**config.mk**
```make
export PLATFORM = sky130hd
export DESIGN_NAME = pgl_addr_gen
export DESIGN_NICKNAME = d
export VERILOG_FILES = /design/src/rtl/pgl_pkg.sv /design/src/rtl/pgl_ptr_file.sv /design/src/rtl/pgl_cursor.sv /design/src/rtl/pgl_fsm.sv /design/src/rtl/pgl_addr_gen.sv
export SDC_FILE = /design/constraint.sdc
export NUM_CORES = 1
export LEC_CHECK = 0
export BUFFER_PORTS_ARGS = -buffer_cell sky130_fd_sc_hd__buf_2
export CAP_MARGIN = 10
export CORE_ASPECT_RATIO = 0.9
export CORE_MARGIN = 1.5
export CORE_UTILIZATION = 55
export DETAILED_ROUTE_END_ITERATION = 10
export PLACE_DENSITY = 0.86
export SETUP_SLACK_MARGIN = 0.5
export SYNTH_ARGS = -nofsm -noshare
export SYNTH_HDL_FRONTEND = slang
export SYNTH_SLANG_ARGS = --single-unit
export TNS_END_PERCENT = 20
```
**constraint.sdc**
```tcl
create_clock -name clk -period 7.65 [get_ports clk]
set_input_delay 1.1475 -clock clk [delete_from_list [all_inputs] [get_ports clk]]
set_output_delay 1.1475 -clock clk [all_outputs]
set_load 0.005 [all_outputs]
```
**src/rtl/pgl_pkg.sv**
```systemverilog
package pgl_pkg;
    typedef enum logic [1:0] {
        ST_IDLE   = 2'd0,
        ST_LOADED = 2'd1,
        ST_STREAM = 2'd2,
        ST_FAULT  = 2'd3
    } pgl_state_t;
endpackage

```
**src/rtl/pgl_ptr_file.sv**
```systemverilog
module pgl_ptr_file #(
    parameter int NUM_PAGES = 5,
    parameter int ADDR_W    = 32,
    parameter int PAGE_BITS = 12,
    parameter int IDX_W     = 3
) (
    input  logic                          clk,
    input  logic                          rst_n,
    input  logic                          ld,
    input  logic [NUM_PAGES*ADDR_W-1:0]   ld_ptrs,
    input  logic [IDX_W-1:0]              sel,
    output logic [ADDR_W-PAGE_BITS-1:0]   base
);
    localparam int BASE_W = ADDR_W - PAGE_BITS;

    logic [BASE_W-1:0] page_base [NUM_PAGES];

    // Only the page-frame bits are kept; the low bits of every entry are
    // never stored, so reserved fields cannot leak into an address.
    for (genvar g = 0; g < NUM_PAGES; g++) begin : g_entry
        always_ff @(posedge clk) begin
            if (!rst_n) begin
                page_base[g] <= '0;
            end else if (ld) begin
                page_base[g] <= ld_ptrs[g*ADDR_W+PAGE_BITS +: BASE_W];
            end
        end
    end

    always_comb begin
        base = '0;
        for (int k = 0; k < NUM_PAGES; k++) begin
            if (sel == IDX_W'(k)) begin
                base = page_base[k];
            end
        end
    end
endmodule

```
**src/rtl/pgl_cursor.sv**
```systemverilog
module pgl_cursor #(
    parameter int NUM_PAGES = 5,
    parameter int PAGE_BITS = 12,
    parameter int IDX_W     = 3,
    parameter int CNT_W     = 15,
    parameter int LEN_W     = 7,
    parameter int MAX_BURST = 64
) (
    input  logic                 clk,
    input  logic                 rst_n,
    input  logic                 ld,
    input  logic [PAGE_BITS-1:0] ld_offset,
    input  logic [IDX_W-1:0]     ld_cpage,
    input  logic [CNT_W-1:0]     ld_total,
    input  logic                 accept,
    input  logic [LEN_W-1:0]     req_len,
    input  logic                 step,
    input  logic                 advance,
    output logic [PAGE_BITS-1:0] offset,
    output logic [IDX_W-1:0]     cpage,
    output logic [CNT_W-1:0]     count,
    output logic                 seg2,
    output logic                 cnt_last,
    output logic                 beats_last,
    output logic                 page_end,
    output logic                 page_top
);
    localparam int BEAT_W = $clog2(MAX_BURST + 1);
    localparam logic [PAGE_BITS-1:0] OFF_MAX = {PAGE_BITS{1'b1}};

    logic [BEAT_W-1:0] beats;
    logic [CNT_W-1:0]  len_clamped;
    logic [CNT_W-1:0]  burst_n;

    always_comb begin
        if (CNT_W'(req_len) > CNT_W'(MAX_BURST)) begin
            len_clamped = CNT_W'(MAX_BURST);
        end else begin
            len_clamped = CNT_W'(req_len);
        end
        burst_n = (len_clamped > count) ? count : len_clamped;
    end

    always_ff @(posedge clk) begin
        if (!rst_n) begin
            offset <= '0;
            cpage  <= '0;
            count  <= '0;
            beats  <= '0;
            seg2   <= 1'b0;
        end else if (ld) begin
            offset <= ld_offset;
            cpage  <= ld_cpage;
            count  <= ld_total;
            beats  <= '0;
            seg2   <= 1'b0;
        end else if (accept) begin
            beats <= BEAT_W'(burst_n);
            seg2  <= 1'b0;
        end else if (step) begin
            count <= count - CNT_W'(1);
            beats <= beats - BEAT_W'(1);
            if (advance) begin
                cpage  <= cpage + IDX_W'(1);
                offset <= '0;
                seg2   <= (beats != BEAT_W'(1));
            end else begin
                offset <= offset + PAGE_BITS'(1);
            end
        end
    end

    assign cnt_last   = (count == CNT_W'(1));
    assign beats_last = (beats == BEAT_W'(1));
    assign page_end   = (offset == OFF_MAX);
    assign page_top   = (cpage >= IDX_W'(NUM_PAGES - 1));

    assert_beats_bound_R4: assert property (@(posedge clk) disable iff (!rst_n)
        beats <= BEAT_W'(MAX_BURST));
endmodule

```
**src/rtl/pgl_fsm.sv**
```systemverilog
module pgl_fsm
    import pgl_pkg::*;
#(
    parameter int NUM_PAGES = 5,
    parameter int IDX_W     = 3,
    parameter int CNT_W     = 15,
    parameter int LEN_W     = 7
) (
    input  logic             clk,
    input  logic             rst_n,
    input  logic             load_valid,
    input  logic [IDX_W-1:0] load_cpage,
    input  logic [CNT_W-1:0] load_total,
    input  logic             req_valid,
    input  logic [LEN_W-1:0] req_len,
    input  logic             cnt_last,
    input  logic             beats_last,
    input  logic             page_end,
    input  logic             page_top,
    output logic             ld,
    output logic             accept,
    output logic             step,
    output logic             advance,
    output logic             load_ready,
    output logic             req_ready,
    output logic             addr_valid,
    output logic             done,
    output logic             overrun
);
    pgl_state_t state, state_nx;
    logic       cpage_bad;
    logic       done_nx;

    assign cpage_bad = (load_cpage > IDX_W'(NUM_PAGES - 1));

    always_ff @(posedge clk) begin
        if (!rst_n) begin
            state <= ST_IDLE;
            done  <= 1'b0;
        end else begin
            state <= state_nx;
            done  <= done_nx;
        end
    end

    always_comb begin
        state_nx = state;
        done_nx  = 1'b0;
        unique case (state)
            ST_IDLE: begin
                if (load_valid) begin
                    if (cpage_bad) begin
                        state_nx = ST_FAULT;
                    end else if (load_total == '0) begin
                        done_nx = 1'b1;
                    end else begin
                        state_nx = ST_LOADED;
                    end
                end
            end
            ST_LOADED: begin
                if (req_valid && (req_len != '0)) begin
                    state_nx = ST_STREAM;
                end
            end
            ST_STREAM: begin
                if (cnt_last) begin
                    state_nx = ST_IDLE;
                    done_nx  = 1'b1;
                end else if (page_end && page_top) begin
                    state_nx = ST_FAULT;
                end else if (beats_last) begin
                    state_nx = ST_LOADED;
                end
            end
            ST_FAULT: begin
                state_nx = ST_FAULT;
            end
            default: state_nx = ST_IDLE;
        endcase
    end

    always_comb begin
        load_ready = (state == ST_IDLE);
        req_ready  = (state == ST_LOADED);
        addr_valid = (state == ST_STREAM);
        overrun    = (state == ST_FAULT);
        ld         = load_ready && load_valid;
        accept     = req_ready && req_valid && (req_len != '0);
        step       = addr_valid;
        advance    = addr_valid && page_end && !cnt_last && !page_top;
    end

    assert_done_idle_R7: assert property (@(posedge clk) disable iff (!rst_n)
        done |-> load_ready);
    assert_overrun_sticky_R8: assert property (@(posedge clk) disable iff (!rst_n)
        overrun |=> overrun);
    assert_no_addr_in_fault_R8: assert property (@(posedge clk) disable iff (!rst_n)
        overrun |-> (!addr_valid && !load_ready));
endmodule

```
**src/rtl/pgl_addr_gen.sv**
```systemverilog
module pgl_addr_gen #(
    parameter int NUM_PAGES = 5,
    parameter int ADDR_W    = 32,
    parameter int PAGE_BITS = 12,
    parameter int IDX_W     = 3,
    parameter int CNT_W     = 15,
    parameter int LEN_W     = 7,
    parameter int MAX_BURST = 64
) (
    input  logic                        clk,
    input  logic                        rst_n,
    input  logic                        load_valid,
    input  logic [NUM_PAGES*ADDR_W-1:0] load_ptrs,
    input  logic [IDX_W-1:0]            load_cpage,
    input  logic [CNT_W-1:0]            load_total,
    output logic                        load_ready,
    input  logic                        req_valid,
    input  logic [LEN_W-1:0]            req_len,
    output logic                        req_ready,
    output logic                        addr_valid,
    output logic [ADDR_W-1:0]           addr,
    output logic                        addr_split,
    output logic                        addr_last,
    output logic [IDX_W-1:0]            cur_page,
    output logic [CNT_W-1:0]            bytes_left,
    output logic                        done,
    output logic                        overrun
);
    localparam int BASE_W = ADDR_W - PAGE_BITS;

    logic                 ld, accept, step, advance;
    logic                 cnt_last, beats_last, page_end, page_top, seg2;
    logic [PAGE_BITS-1:0] offset;
    logic [BASE_W-1:0]    base;

    pgl_fsm #(
        .NUM_PAGES(NUM_PAGES), .IDX_W(IDX_W), .CNT_W(CNT_W), .LEN_W(LEN_W)
    ) u_fsm (
        .clk(clk), .rst_n(rst_n),
        .load_valid(load_valid), .load_cpage(load_cpage), .load_total(load_total),
        .req_valid(req_valid), .req_len(req_len),
        .cnt_last(cnt_last), .beats_last(beats_last),
        .page_end(page_end), .page_top(page_top),
        .ld(ld), .accept(accept), .step(step), .advance(advance),
        .load_ready(load_ready), .req_ready(req_ready), .addr_valid(addr_valid),
        .done(done), .overrun(overrun)
    );

    pgl_cursor #(
        .NUM_PAGES(NUM_PAGES), .PAGE_BITS(PAGE_BITS), .IDX_W(IDX_W),
        .CNT_W(CNT_W), .LEN_W(LEN_W), .MAX_BURST(MAX_BURST)
    ) u_cursor (
        .clk(clk), .rst_n(rst_n),
        .ld(ld), .ld_offset(load_ptrs[PAGE_BITS-1:0]),
        .ld_cpage(load_cpage), .ld_total(load_total),
        .accept(accept), .req_len(req_len), .step(step), .advance(advance),
        .offset(offset), .cpage(cur_page), .count(bytes_left), .seg2(seg2),
        .cnt_last(cnt_last), .beats_last(beats_last),
        .page_end(page_end), .page_top(page_top)
    );

    pgl_ptr_file #(
        .NUM_PAGES(NUM_PAGES), .ADDR_W(ADDR_W), .PAGE_BITS(PAGE_BITS), .IDX_W(IDX_W)
    ) u_ptrs (
        .clk(clk), .rst_n(rst_n), .ld(ld), .ld_ptrs(load_ptrs),
        .sel(cur_page), .base(base)
    );

    assign addr       = {base, offset};
    assign addr_split = addr_valid && seg2;
    assign addr_last  = addr_valid && beats_last;

    assert_bytes_left_R6: assert property (@(posedge clk) disable iff (!rst_n)
        addr_valid |=> (bytes_left == $past(bytes_left) - CNT_W'(1)));
    assert_split_at_page_start_R5: assert property (@(posedge clk) disable iff (!rst_n)
        (addr_split && !$past(addr_split) && $past(addr_valid))
            |-> (addr[PAGE_BITS-1:0] == '0));
endmodule

```
# Word level (Yosys, flattened, before mapping)
# Memories as Yosys holds them, arrays and structs flattened.
# Cells that the tools add are included.
[classes]
reduce_logical = 25
order_cmp = 4
addsub = 4
n_mux = 42
n_eq_ne = 16
bitwise_logic = 6
[op_table]
columns = ["cell", "n"]
rows = [
  ["20-bit 2-to-1 mux", 10],
  ["12-bit 2-to-1 mux", 4],
  ["15-bit 2-to-1 mux", 3],
  ["7-bit 2-to-1 mux", 4],
  ["15-bit by 1-bit == test with 1-bit output (second input constant)", 1],
  ["7-bit by 15-bit > comparator with 1-bit output", 1],
  ["15-bit zero test", 1],
  ["15-bit by 1-bit subtractor with 15-bit output (second input constant)", 1],
  ["2-bit 2-to-1 mux", 7],
  ["12-bit by 1-bit adder with 12-bit output (second input constant)", 1],
  ["12-bit == test (second input constant)", 1],
  ["3-bit 2-to-1 mux", 4],
  ["1-bit logical AND", 10],
  ["1-bit 2-to-1 mux", 8],
  ["2-bit one-hot mux with 4 select lines", 1],
  ["7-bit by 1-bit == test with 1-bit output (second input constant)", 1],
  ["7-bit > comparator (second input constant)", 1],
  ["7-bit by 1-bit inequality test with 1-bit output (second input constant)", 1],
  ["7-bit nonzero test", 1],
  ["7-bit by 1-bit subtractor with 7-bit output (second input constant)", 1],
  ["3-bit by 2-bit == test with 1-bit output (second input constant)", 2],
  ["2-bit nonzero test", 3],
  ["1-bit bitwise OR", 5],
  ["2-bit == test (second input constant)", 2],
  ["20 further kinds", 23],
]
[totals]
ram_bits = 100
inputBits = 189
output_inout_bits = 57
reg_bits = 41
memories = 1
[mem_list]
columns = ["name", "depth", "word_bits", "read_ports", "rd_clocked_by_memory_dff", "write_ports", "line_no", "text"]
rows = [
  ["u_ptrs.page_base", 5, 20, 5, 0, 5, "pgl_ptr_file.sv:16", "logic [BASE_W-1:0] page_base [NUM_PAGES];"],
]

# Logic depth before layout (Yosys ltp)
# Gate-level depths: netlist (run 1).
[depth]
ltp_word = 8
depth_mapped = 9

# By module
# Synthesis (run 1) repeated with hierarchy kept, for this count alone.
[unflattened]
hier_cells = 682
hier_area_um2 = 7413.4
[by_module_without_submodules]
columns = ["mod", "instances", "area_per_inst_um2", "cells_each"]
rows = [
  ["pgl_ptr_file", 1, 4626.9, 342],
  ["pgl_cursor", 1, 2482.4, 302],
  ["pgl_fsm", 1, 291.5, 36],
  ["pgl_addr_gen", 1, 12.5, 2],
]

# Worst setup path after synthesis (run 1)
# OpenSTA, ideal clock, no wires.
[synth_timing]
path_type = "input -> register"
startpoint = "input port load_valid"
endpoint = "memory u_ptrs.page_base[0][0] (netlist bit) (enable)"
t_required_ps = 7195
setup_slack_ps = 3474
path_stages = 5
t_arrival_ps = 3721
setup_time_ps = 455
path_buffers = 1
path_cell_list = "buf_2 nand2b_1 nor2_1 nor2_1 inv_1"
[synth_rtl]
columns = ["item", "line_no", "text"]
rows = [
  ["start, declared", "pgl_addr_gen.sv:12", "input logic load_valid,"],
  ["end, declared", "pgl_ptr_file.sv:16", ""],
]

# Worst setup path after layout (run 1)
[layout_timing]
startpoint = "input port rst_n"
endpoint = "register u_cursor.beats[5]"
[layout_between]
elab_chain_len = 2
[layout_lines]
columns = ["item", "line_no", "text"]
rows = [
  ["start, declared", "pgl_addr_gen.sv:11", "input logic rst_n,"],
  ["1-bit NOT (no source line)", "n/a", ""],
  ["2-bit OR reduction (no source line)", "n/a", ""],
  ["end signal, assigned", "pgl_cursor.sv:58", "beats <= BEAT_W'(burst_n);"],
  ["end signal, assigned", "pgl_cursor.sv:62", "beats <= beats - BEAT_W'(1);"],
  ["end, declared", "pgl_cursor.sv:31", "logic [BEAT_W-1:0] beats;"],
]
# No other way between the ends.
# A chain may end at the register's enable or synchronous reset.

==> flow_metrics.py, run 1 <==
metrics = {
    "synth": {
        "synth_cells": 733,
        "synth_edf_count": 100,
        "synthArstFlopShare_pct": 0,
        "synthFlopType": "edfxtp_1",
        "synth_seq_cells": 141,
        "ys_types": 68,
        "netlist_area_um2": 7420,
        "yosys_warnings": 0,
        "ys_seq_area_share_pct": 51.5,
        "syn_nets": 939,
        "syn_area_per_cell_um2": 10.1,
    },
    "pwr": {
        "combPwrFrac_pct": 37.3,
        "p_leak_nw": 4.13,
        "total_power_mw": 3.27,
        "switching_power_mw": 1.20,
        "clkPwrFrac_pct": 25.3,
        "swShare_pct": 36.6,
        "pwr-share-seq_pct": 37.4,
        "powerDensity_nw_per_um2": 364,
        "peakVddDrop_mv": 0.199,
        "power.internal_mw": 2.07,
    },
    "layout": {
        "n_fill_cell": 1057,
        "antennaDiodeCount": 0,
        "fin_area_um2": 8980,
        "layout-area-overhead-vs-synth_pct": 21.1,
        "multiInputGateArea_um2": 3250,
        "drive_above_1_share_pct": 27.1,
        "fin_nets": 1104,
        "seqCellArea_um2": 3820,
    },
    "clock_tree": {
        "cts_root_buf": "clkbuf_16",
        "cts_setup_buffers": 0,
        "ctsResizeCount": 0,
        "cts_sinks": 141,
        "cts_tree": "yes",
        "clk_latency_ns": 0.41,
        "ctsHoldBuffers": 0,
        "h-tree-depth": 4,
        "clkSlewWorstSetupHoldPaths_ns": 0.06,
        "cts_buffers": 17,
        "cts_buffer_depth": 2,
    },
    "setup_path": {
        "timing.rr.end": "u_cursor.beats[5]$_SDFFE_PP0P_",
        "start_kind": "primary input",
        "max_stage_delay_ns": 0.77,
        "worstSetupPathType": "primary input to flop",
        "slowest_stage": "clkinv_1",
        "crit_chain": "buf_2, buf_4, clkinv_1, nor2_1, inv_4, buf_4, a21oi_1, o31ai_1, a21oi_1",
        "worstReg2RegStart": "u_fsm.state[0]$_SDFFE_PN0P_",
        "cp-endpoint": "u_cursor.beats[5]$_SDFFE_PP0P_",
        "crit_arrival_ns": 4.59,
        "ff2ff_setup_slack_ns": 4.75,
        "crit_cells": 9,
        "critPathLaunch": "rst_n",
        "path_delay_family": "buffers and inverters",
        "required_ns": 7.99,
        "endpoint_kind": "flop",
        "critical_path_buf_inv_count": 5,
        "path_max_fanout": 122,
        "reg2regPathDepth": 8,
    },
    "timing": {
        "relSlewSlack_pct": 29.0,
        "finalHoldViolations": 0,
        "fin_setup_tns_ns": 0,
        "period_needed_ns": 4.24,
        "rsz0062_at_grt": "false",
        "finalMaxSlewViolations": 0,
        "finalClockSkew_ns": 0.00546,
        "worst_pin_slew_ns": 1.07,
        "min_period_over_period_pct": 55.4,
        "max_freq_mhz": 236,
        "setup_ws_ns": 3.41,
        "setup_viol": 0,
    },
    "route": {
        "drc": 0,
        "wl_met3_um": 1820,
        "wirelength_um": 20000,
        "num_vias": 6504,
        "dr.pass1.iters": 7,
        "met2RoutedLength_um": 10200,
        "drtIter0Drc": 641,
        "wl_met1_um": 7700,
        "routed_via_density": 6.04,
        "ant_nets": 0,
        "highest_layer": "met5",
        "wl_per_cell_um": 18.6,
    },
    "floorplan": {
        "die_area_um2": 14200,
        "start_util_pct": 56.0,
        "die_x_um": 125,
        "coreArea_um2": 13300,
        "pin_count": 246,
        "rows": 40,
        "die_h_um": 113,
    },
    "min_path": {
        "hold_path.class": "flop to flop",
    },
    "placement": {
        "dpl_cell_area_um2": 8400,
        "gp_congestion": 0.930,
        "dpl.hpwl_um": 13000,
        "port_buffers": 197,
        "place_ws_ns": 2.99,
    },
    "outcome": {
        "status": "completed",
    },
    "global_routing": {
        "grt_usage_pct": 27.9,
        "grt_pass1_vias": 6199,
        "grt_max_degree": 123,
        "grt_pass1_wl_um": 30900,
        "grt-ovfl-total": 0,
        "antenna_found_initial": 1,
    },
    "flow_run": {
        "maxCapViolCount": 0,
    },
}
[per-layer routing]
metal	vias to the layer above	track usage, %
met5	-	0
met4	2	7.88
met3	32	6.19
met2	341	49.8
met1	3020	34.2
li1	3109	-
[through the flow]
| step | hold WS, ns | util (%) | instances |
|---|---|---|---|
| 6_report | 0.543 | 67.7 | 1076 |
| 5_1_grt | 0.602 | 67.7 | 1076 |
| 4_1_cts | 0.541 | 67.7 | 1076 |
| 3_5_place_dp | 0.523 | 63.3 | 1047 |
| 3_3_place_gp | 0.518 | 63.3 | 1047 |
| 2_1_floorplan | 0.501 | - | 733 |
[final cells by class]
cell class                      count  area share [%]
Tap cell                          168            2.34
Timing Repair Buffer              205            11.6
Clock buffer                       20            4.86
Clock inverter                      9            1.63
Inverter                           19           0.822
Multi-Input combinational cell    514            36.2
Sequential cell                   141            42.6
[worst min path at each step]
stage                                    startpoint                               to  slack [ns]  depth (start not counted)
floorplan                u_cursor.seg2$_SDFFE_PP0P_       u_cursor.seg2$_SDFFE_PP0P_        0.50                          2
global placement         u_cursor.seg2$_SDFFE_PP0P_       u_cursor.seg2$_SDFFE_PP0P_        0.52                          2
detailed placement       u_cursor.seg2$_SDFFE_PP0P_       u_cursor.seg2$_SDFFE_PP0P_        0.52                          2
CTS                      u_cursor.seg2$_SDFFE_PP0P_       u_cursor.seg2$_SDFFE_PP0P_        0.54                          2
global route        u_cursor.count[11]$_SDFFE_PN0P_  u_cursor.count[11]$_SDFFE_PN0P_        0.60                          1
finish                   u_cursor.seg2$_SDFFE_PP0P_       u_cursor.seg2$_SDFFE_PP0P_        0.54                          2
[state kept, by name (all words and copies together), names as in the netlist]
signal            count
u_cursor.beats        7
u_cursor.count       15
u_cursor.seg2         1
u_cursor.offset      12
u_fsm.done            1
u_cursor.cpage        3
u_ptrs.page_base    100
u_fsm.state           2
[cell families (layout without fill, tap and decap cells)]
kind of cell	count (synthesis)	in the layout	synth area share, %
xor+xnor	11	11	1.30
simple gates	267	267	20.6
buf+inv	78	253	4.87
fa+ha+maj	17	17	2.87
flops	141	141	51.5
mux	9	9	1.23
compound gates	210	210	17.6
[synth_stat cells, types with 3 or more instances]
| cell type | instances | area, um2 |
|---|---|---|
| nor2_1 | 62 | 233 |
| nand4_1 | 11 | 68.8 |
| and3_1 | 102 | 638 |
| edfxtp_1 | 100 | 3000 |
| xnor2_1 | 8 | 70.1 |
| nand2_1 | 20 | 75.1 |
| mux2i_1 | 8 | 80.1 |
| xor2_1 | 3 | 26.3 |
| o21ai_0 | 40 | 200 |
| nor4_1 | 7 | 43.8 |
| a22oi_1 | 20 | 150 |
| inv_1 | 17 | 63.8 |
| nand3_1 | 23 | 115 |
| o32ai_1 | 3 | 26.3 |
| clkbuf_1 | 45 | 169 |
| and4_1 | 3 | 26.3 |
| nor2b_1 | 7 | 43.8 |
| o21a_1 | 5 | 37.5 |
| buf_6 | 3 | 33.8 |
| or3_1 | 3 | 18.8 |
| nand3b_1 | 3 | 22.5 |
| nand2b_1 | 4 | 25.0 |
| buf_2 | 5 | 25.0 |
| and2_1 | 5 | 31.3 |
| a211oi_1 | 27 | 203 |
| o22ai_1 | 4 | 25.0 |
| ha_1 | 17 | 213 |
| dfxtp_1 | 41 | 821 |
| nor3_1 | 6 | 30.0 |
| a21oi_1 | 86 | 430 |
[power groups by stage]
stage          Clock (mW)  Combinational [mW]  Sequential (mW)
4_1_cts             0.837                1.22             1.22
3_3_place_gp            0                1.18             1.22
5_1_grt             0.873                1.35             1.24
2_1_floorplan           0               0.839             1.18
3_5_place_dp            0                1.20             1.23
6_report            0.828                1.22             1.22
[worst register-to-register path, cell delays in order, from the launching register on]
cell and delay [ns]:
dfxtp_1 0.61, nand2b_1 0.53, nor2_4 0.04, nor2_1 0.42
inv_4 0.21, buf_4 0.49, a21oi_1 0.32, o31ai_1 0.10
a21oi_1 0.13
[layout by cell type, fill, tap and decap left out, types with 4 or more instances in the layout]
| cell type | count |
|---|---|
| a211oi_1 | 27 |
| a21oi_1 | 86 |
| a22oi_1 | 20 |
| and2_1 | 5 |
| and3_1 | 102 |
| buf_2 | 197 |
| buf_4 | 8 |
| bufinv_16 | 4 |
| clkbuf_16 | 17 |
| clkinv_1 | 4 |
| dfxtp_1 | 41 |
| edfxtp_1 | 100 |
| ha_1 | 17 |
| inv_1 | 16 |
| mux2i_1 | 8 |
| nand2_1 | 20 |
| nand2b_1 | 4 |
| nand3_1 | 23 |
| nand4_1 | 11 |
| nor2_1 | 61 |
| nor2b_1 | 7 |
| nor3_1 | 6 |
| nor4_1 | 7 |
| o21a_1 | 5 |
| o21ai_0 | 40 |
| o22ai_1 | 4 |
| xnor2_1 | 8 |
Power figures use the tool's default switching activity.
==> run 2: changes to the inputs <==
--- a/config.mk
+++ b/config.mk
@@ -5,13 +5,14 @@
 export SDC_FILE = /design/constraint.sdc
 export NUM_CORES = 1
 export LEC_CHECK = 0
+export ABC_AREA = 1
 export BUFFER_PORTS_ARGS = -buffer_cell sky130_fd_sc_hd__buf_2
 export CAP_MARGIN = 10
 export CORE_ASPECT_RATIO = 0.9
 export CORE_MARGIN = 1.5
-export CORE_UTILIZATION = 55
+export CORE_UTILIZATION = 47
 export DETAILED_ROUTE_END_ITERATION = 10
-export PLACE_DENSITY = 0.86
+export PLACE_DENSITY = 0.77
 export SETUP_SLACK_MARGIN = 0.5
 export SYNTH_ARGS = -nofsm -noshare
 export SYNTH_HDL_FRONTEND = slang
==> constraint.sdc (replaced) <==
create_clock -name clk -period 3.5 [get_ports clk]
set_input_delay 0.525 -clock clk [delete_from_list [all_inputs] [get_ports clk]]
set_output_delay 0.525 -clock clk [all_outputs]
set_load 0.005 [all_outputs]
==> run 2 against run 1 <==
Final cell count increased by 27%. Design area up 5.6%. Clock power grew 110%. Non-clock buffer count increased by 2. Sequential share of layout area down 2.3 points. Power rose by 140%. Critical endpoint is now addr[28]. Largest power group is now combinational cells. Highest routed layer unchanged.
==> flow_metrics.py, run 2 <==
metrics = {
    "layout": {
        "final_common_cell": "buf_2",
        "drive_above_1_share_pct": 23.6,
        "n_fill_cell": 1440,
        "reg.largest.list": "u_ptrs.page_base x100, u_cursor.count x15, u_cursor.offset x12",
        "layout-area-overhead-vs-synth_pct": 22.2,
        "antennaDiodeCount": 0,
        "post-route-util_pct": 58.8,
        "max_flop_register": "u_ptrs.page_base",
        "fin_nets": 1357,
        "mostFrequentLayoutCells": "197 x buf_2, 180 x nor2_1, 146 x nand2_1",
        "largest_reg_flops": 100,
    },
    "floorplan": {
        "die_x_um": 139,
        "die_h_um": 125,
        "start_util_pct": 48.2,
        "pin_count": 246,
        "coreArea_um2": 16100,
        "die_area_um2": 17300,
        "rows": 44,
    },
    "timing": {
        "fin_setup_tns_ns": 0,
        "setup_viol": 0,
        "period_needed_ns": 2.88,
        "finalHoldViolations": 0,
        "min_period_over_period_pct": 82.4,
        "finalMaxSlewViolations": 0,
        "rsz0062_at_grt": "true",
        "setup_ws_ns": 0.616,
        "finalClockSkew_ns": 0.00705,
        "max_freq_mhz": 347,
        "relSlewSlack_pct": 23.6,
        "worst_pin_slew_ns": 1.14,
    },
    "clock_tree": {
        "cts_buffer_depth": 2,
        "cts_tree": "yes",
        "clkSlewWorstSetupHoldPaths_ns": 0.07,
        "cts_setup_buffers": 0,
        "cts_root_buf": "clkbuf_16",
        "cts_buffers": 17,
        "cts_sinks": 141,
        "h-tree-depth": 4,
        "clk_latency_ns": 0.42,
    },
    "synth": {
        "synth_area_leaders": "edfxtp_1 39%, dfxtp_1 11%, nor2_1 8.7%",
        "syn_nets": 1175,
        "synth_edf_count": 100,
        "yosys_warnings": 0,
        "yosysTopAreaCell": "edfxtp_1",
        "synth.most_common_cell": "nor2_1",
        "ys_seq_area_share_pct": 49.2,
        "synthArstFlopShare_pct": 0,
        "syn_area_per_cell_um2": 8.02,
        "synthFlopType": "edfxtp_1",
        "synth_cells": 969,
        "synth_top_area_share_pct": 38.7,
        "netlist_area_um2": 7770,
        "ys_types": 43,
        "synth_common_cells": "180 x nor2_1, 147 x nand2_1, 145 x inv_1, 100 x edfxtp_1, 84 x nand3_1",
        "synth_seq_cells": 141,
    },
    "pwr": {
        "powerDensity_nw_per_um2": 823,
        "peakVddDrop_mv": 0.499,
        "p_leak_nw": 4.62,
        "total_power_mw": 7.81,
    },
    "setup_path": {
        "timing.rr.end": "u_cursor.count[3]$_SDFFE_PN0P_",
        "required_ns": 2.97,
        "worstSetupPathType": "flop to output port",
        "ff2ff_setup_slack_ns": 0.86,
        "path_max_fanout": 21,
        "worstReg2RegStart": "u_fsm.state[0]$_SDFFE_PN0P_",
        "crit_arrival_ns": 2.36,
        "start_kind": "flop",
        "reg2regPathDepth": 9,
        "endpoint_kind": "output port",
    },
    "route": {
        "dr.pass1.iters": 5,
        "drc": 0,
        "wl_per_cell_um": 14.5,
        "wirelength_um": 19900,
        "num_vias": 7131,
        "ant_nets": 0,
        "routed_via_density": 5.20,
        "drtIter0Drc": 535,
    },
    "global_routing": {
        "use_met1_pct": 30.1,
        "grt_pass1_wl_um": 32000,
        "antenna_found_initial": 1,
        "grt_max_degree": 100,
        "grt_usage_pct": 23.1,
        "grt_busiest_layer": "met2",
        "use_met3_pct": 5.36,
        "met2_usage_pct": 37.9,
        "grt_pass1_vias": 6637,
        "grt-ovfl-total": 0,
    },
    "placement": {
        "gp_congestion": 0.915,
        "port_buffers": 197,
        "place_ws_ns": 0.775,
        "dpl.hpwl_um": 13800,
    },
    "min_path": {
        "min_path_cells": 3,
        "hold_path.class": "primary input to flop",
        "min_to": "u_ptrs.page_base[4][17]$_SDFFCE_PN0P_",
        "worstHoldStart": "load_ptrs[157]",
    },
    "outcome": {
        "status": "completed",
    },
    "flow_run": {
        "maxCapViolCount": 0,
    },
}
==> run 2: changes by cell type in the layout (fill, tap and decap cells not counted), sizes merged, moves of 9 or more <==
| cell | previous run | this run |
|---|---|---|
| a211oi | 27 | 1 |
| a21oi | 87 | 39 |
| a22oi | 20 | 0 |
| a31oi | 3 | 22 |
| and3 | 102 | 0 |
| inv | 17 | 157 |
| nand2 | 20 | 153 |
| nand3 | 23 | 85 |
| nor2 | 62 | 191 |
| nor4 | 9 | 0 |
| o211ai | 1 | 25 |
| o21ai | 41 | 63 |
==> run 2: logic make-up after synthesis <==
logic type	after synthesis	share of synthesized area, %
buffers and inverters	194	10.0
AO/OA/AOI/OAI	156	11.8
AND/OR/NAND/NOR	452	25.2
XOR/XNOR	9	1.01
adder cells (fa/ha/maj)	17	2.74
flip-flops	141	49.2
==> run 2: through the flow <==
| step | hold slack (ns) | area, um2 | std cells |
|---|---|---|---|
| 2_1_floorplan | 0.455 | 7770 | 969 |
| 3_5_place_dp | 0.469 | 8910 | 1339 |
| 4_1_cts | 0.380 | 9490 | 1371 |
| 5_1_grt | 0.381 | 9490 | 1371 |
| 3_3_place_gp | 0.468 | 8910 | 1339 |
| 6_report | 0.397 | 9490 | 1371 |
==> run 2: what timing repair did <==
item                       CTS  global route
hold endpoints to repair     0             0
hold buffers                 0             0
resized for setup            0             1
setup endpoints to repair    0            20
==> run 2: layer usage <==
| metal | routed length [um] | vias up |
|---|---|---|
| li1 | - | 3539 |
| met1 | 8650 | 3276 |
| met2 | 9460 | 276 |
| met3 | 1290 | 38 |
| met4 | 487 | 2 |
| met5 | 12 | - |
==> run 2: area by class of cell <==
| type | instances | area (um2) | area share [%] |
|---|---|---|---|
| clock buffer | 17 | 425 | 4.48 |
| clock inverter | 15 | 150 | 1.58 |
| inverter | 150 | 571 | 6.01 |
| multi-input combinational | 634 | 3180 | 33.5 |
| sequential | 141 | 3820 | 40.3 |
| tap | 207 | 259 | 2.73 |
| timing repair buffer | 207 | 1090 | 11.4 |
==> run 2: worst max-delay path by stage <==
stage	from	to	slack [ns]	cells after the start
4_1_cts	u_cursor.cpage[0]$_SDFFE_PN0P_	addr[28]	0.52	7
3_5_place_dp	load_valid	u_cursor.count[3]$_SDFFE_PN0P_	0.77	9
2_1_floorplan	load_valid	u_cursor.beats[5]$_SDFFE_PP0P_	0.60	7
3_3_place_gp	load_valid	u_cursor.count[3]$_SDFFE_PN0P_	0.80	9
5_1_grt	u_cursor.cpage[0]$_SDFFE_PN0P_	addr[12]	0.44	7
6_report	u_cursor.cpage[0]$_SDFFE_PN0P_	addr[28]	0.62	7
==> run 2: critical path: stages, from the launching register on <==
cell,delay (ns)
dfxtp_1,0.43
ha_1,0.18
ha_1,0.13
buf_4,0.27
clkinvlp_4,0.40
o211ai_1,0.27
a31oi_1,0.10
buf_2,0.14
==> run 2: where the power goes <==
part	leakage (nW)	internal [mW]	total, mW	switching (mW)
clock network	0.271	1.00	1.78	0.773
registers	1.41	2.33	2.67	0.347
logic	2.95	1.23	3.36	2.13
==> run 3: changes to the inputs <==
--- a/config.mk
+++ b/config.mk
@@ -5,12 +5,12 @@
 export SDC_FILE = /design/constraint.sdc
 export NUM_CORES = 1
 export LEC_CHECK = 0
-export ABC_AREA = 1
+export ABC_AREA = 0
 export BUFFER_PORTS_ARGS = -buffer_cell sky130_fd_sc_hd__buf_2
 export CAP_MARGIN = 10
 export CORE_ASPECT_RATIO = 0.9
 export CORE_MARGIN = 1.5
-export CORE_UTILIZATION = 47
+export CORE_UTILIZATION = 46
 export DETAILED_ROUTE_END_ITERATION = 10
 export PLACE_DENSITY = 0.77
 export SETUP_SLACK_MARGIN = 0.5
==> constraint.sdc (replaced) <==
create_clock -name clk -period 2.55 [get_ports clk]
set_input_delay 0.3825 -clock clk [delete_from_list [all_inputs] [get_ports clk]]
set_output_delay 0.3825 -clock clk [all_outputs]
set_load 0.005 [all_outputs]
==> run 3 against run 2 <==
The run now ends with negative setup slack left. Non-clock buffer count grew 33. First-iteration DRC count grew 23%. Count of clock-buffer cells in the layout grew 1. Hold slack lost 0.19 ns. Clock power grew 42%. Critical endpoint is now addr[27]. Largest power group unchanged. Highest routed layer is now met4.
==> flow_metrics.py, run 3 (synthesized netlist as in run 1, its figures left out) <==
metrics = {
    "layout": {
        "drive_above_1_share_pct": 39.4,
        "mostFrequentLayoutCells": "196 x buf_2, 102 x and3_1, 100 x edfxtp_1",
        "final_common_cell": "buf_2",
        "reg.largest.list": "u_ptrs.page_base x100, u_cursor.count x15, u_cursor.offset x12",
        "max_flop_register": "u_ptrs.page_base",
        "layout-area-overhead-vs-synth_pct": 32.6,
        "n_fill_cell": 1258,
        "fin_area_um2": 9840,
        "largest_reg_flops": 100,
        "fin_nets": 1139,
    },
    "route": {
        "wl_per_cell_um": 18.6,
        "routed_via_density": 5.75,
        "drtIter0Drc": 658,
        "dr.pass1.iters": 5,
        "wirelength_um": 21400,
        "ant_nets": 0,
        "num_vias": 6603,
        "drc": 0,
    },
    "global_routing": {
        "grt_usage_pct": 25.4,
        "grt_max_degree": 86,
        "grt_pass1_vias": 5989,
        "grt-ovfl-total": 0,
        "antenna_found_initial": 1,
        "grt_pass1_wl_um": 32300,
    },
    "pwr": {
        "swShare_pct": 37.7,
        "p_leak_nw": 4.38,
        "peakVddDrop_mv": 0.756,
        "switching_power_mw": 4.10,
        "powerDensity_nw_per_um2": 1110,
        "power.internal_mw": 6.78,
        "combPwrFrac_pct": 43.3,
        "pwr-share-seq_pct": 33.4,
        "clkPwrFrac_pct": 23.2,
    },
    "timing": {
        "relSlewSlack_pct": 56.4,
        "rsz0062_at_grt": "true",
        "setup_ws_ns": -0.0662,
        "period_needed_ns": 2.62,
        "finalClockSkew_ns": 0.0113,
        "finalHoldViolations": 0,
        "finalMaxSlewViolations": 0,
        "worst_pin_slew_ns": 0.654,
        "max_freq_mhz": 382,
        "setup_viol": 4,
        "min_period_over_period_pct": 103,
    },
    "floorplan": {
        "die_h_um": 123,
        "die_area_um2": 16900,
        "die_x_um": 137,
        "coreArea_um2": 15600,
        "pin_count": 246,
        "rows": 43,
        "start_util_pct": 47.6,
    },
    "setup_path": {
        "required_ns": 2.17,
        "endpoint_kind": "output port",
        "worstReg2RegStart": "u_fsm.state[0]$_SDFFE_PN0P_",
        "critPathLaunch": "u_cursor.cpage[0]$_SDFFE_PN0P_",
        "start_kind": "flop",
        "ff2ff_setup_slack_ns": 0.52,
        "reg2regPathDepth": 5,
        "cp-endpoint": "addr[27]",
        "timing.rr.end": "u_cursor.cpage[1]$_SDFFE_PN0P_",
        "path_max_fanout": 5,
        "worstSetupPathType": "flop to output port",
        "crit_arrival_ns": 2.23,
    },
    "clock_tree": {
        "cts_buffer_depth": 2,
        "h-tree-depth": 4,
        "clkSlewWorstSetupHoldPaths_ns": 0.06,
        "cts_sinks": 141,
        "cts_root_buf": "clkbuf_16",
        "clk_latency_ns": 0.43,
        "cts_buffers": 17,
        "cts_tree": "yes",
    },
    "min_path": {
        "hold_path.class": "primary input to flop",
    },
    "placement": {
        "dpl_cell_area_um2": 8660,
        "place_ws_ns": 0.155,
        "gp_congestion": 0.918,
        "dpl.hpwl_um": 14100,
        "port_buffers": 197,
    },
    "outcome": {
        "violations": "negative setup slack",
        "status": "finished, violations left",
    },
    "flow_run": {
        "maxCapViolCount": 0,
    },
}
[run 3: worst min-delay path by stage]
stage	start	end	slack (ns)	depth (start not counted)
finish	load_total[2]	u_cursor.count[2]$_SDFFE_PN0P_	0.21	3
CTS	load_total[2]	u_cursor.count[2]$_SDFFE_PN0P_	0.19	3
global route	load_total[2]	u_cursor.count[2]$_SDFFE_PN0P_	0.21	3
floorplan	u_cursor.seg2$_SDFFE_PP0P_	u_cursor.seg2$_SDFFE_PP0P_	0.50	2
detailed placement	u_cursor.seg2$_SDFFE_PP0P_	u_cursor.seg2$_SDFFE_PP0P_	0.54	2
global placement	u_cursor.seg2$_SDFFE_PP0P_	u_cursor.seg2$_SDFFE_PP0P_	0.52	2
[run 3: worst max-delay path: stages (launching register included)]
cell	delay, ns
dfxtp_4	0.39
inv_4	0.05
ha_4	0.15
nor3b_4	0.14
buf_6	0.13
buf_6	0.13
buf_4	0.13
a22oi_2	0.18
a211oi_2	0.13
a21oi_2	0.17
a21oi_1	0.08
buf_2	0.14
[run 3: timing repair]
action / 4_1_cts / 5_1_grt
hold buffers: 0 / 0
setup buffers: 4 / 3
setup endpoints to repair: 37 / 31
pin swaps: 29 / 24
gates cloned: 5 / 0
endpoints found under the hold margin: 0 / 0
gates resized for setup: 78 / 42
[run 3: metrics by stage]
step | hold WS (ns) | power, mW | TNS, ns | std cells | util [%]
4_1_cts | 0.194 | 10.6 | -0.0558 | 1144 | 61.8
2_1_floorplan | 0.501 | 6.09 | -12.62 | 733 | -
5_1_grt | 0.214 | 11.5 | -2.03 | 1148 | 63.1
3_5_place_dp | 0.543 | 7.59 | 0 | 1104 | 55.5
6_report | 0.207 | 10.9 | -0.155 | 1149 | 63.1
3_3_place_gp | 0.525 | 7.50 | 0 | 1104 | 55.5
[run 3: cell type report]
class / count / area, um2 / share of cell area [%]
flip-flops and latches: 141 / 3860 / 39.2
multi-input cells: 514 / 3630 / 36.9
repair buffers: 240 / 1410 / 14.3
clock buffers: 18 / 429 / 4.36
well taps: 202 / 253 / 2.57
clock inverters: 13 / 169 / 1.72
inverters: 19 / 88.8 / 0.903
diodes: 2 / 5.00 / 0.0509
[run 3: power by group through the flow]
stage / clock (mW) / sequential [mW] / combinational, mW
after CTS: 2.55 / 3.58 / 4.49
after global routing: 2.67 / 3.71 / 5.15
final: 2.53 / 3.64 / 4.72
after global placement: 0 / 3.55 / 3.95
after floorplan: 0 / 3.54 / 2.55
after detailed placement: 0 / 3.58 / 4.01
[run 3: per-layer routing]
| layer | track usage [%] | wire [um] |
|---|---|---|
| met2 | 36.7 | 9630 |
| met3 | 6.03 | 1580 |
| met5 | 0 | 0 |
| met4 | 7.11 | 278 |
| met1 | 37.9 | 9940 |
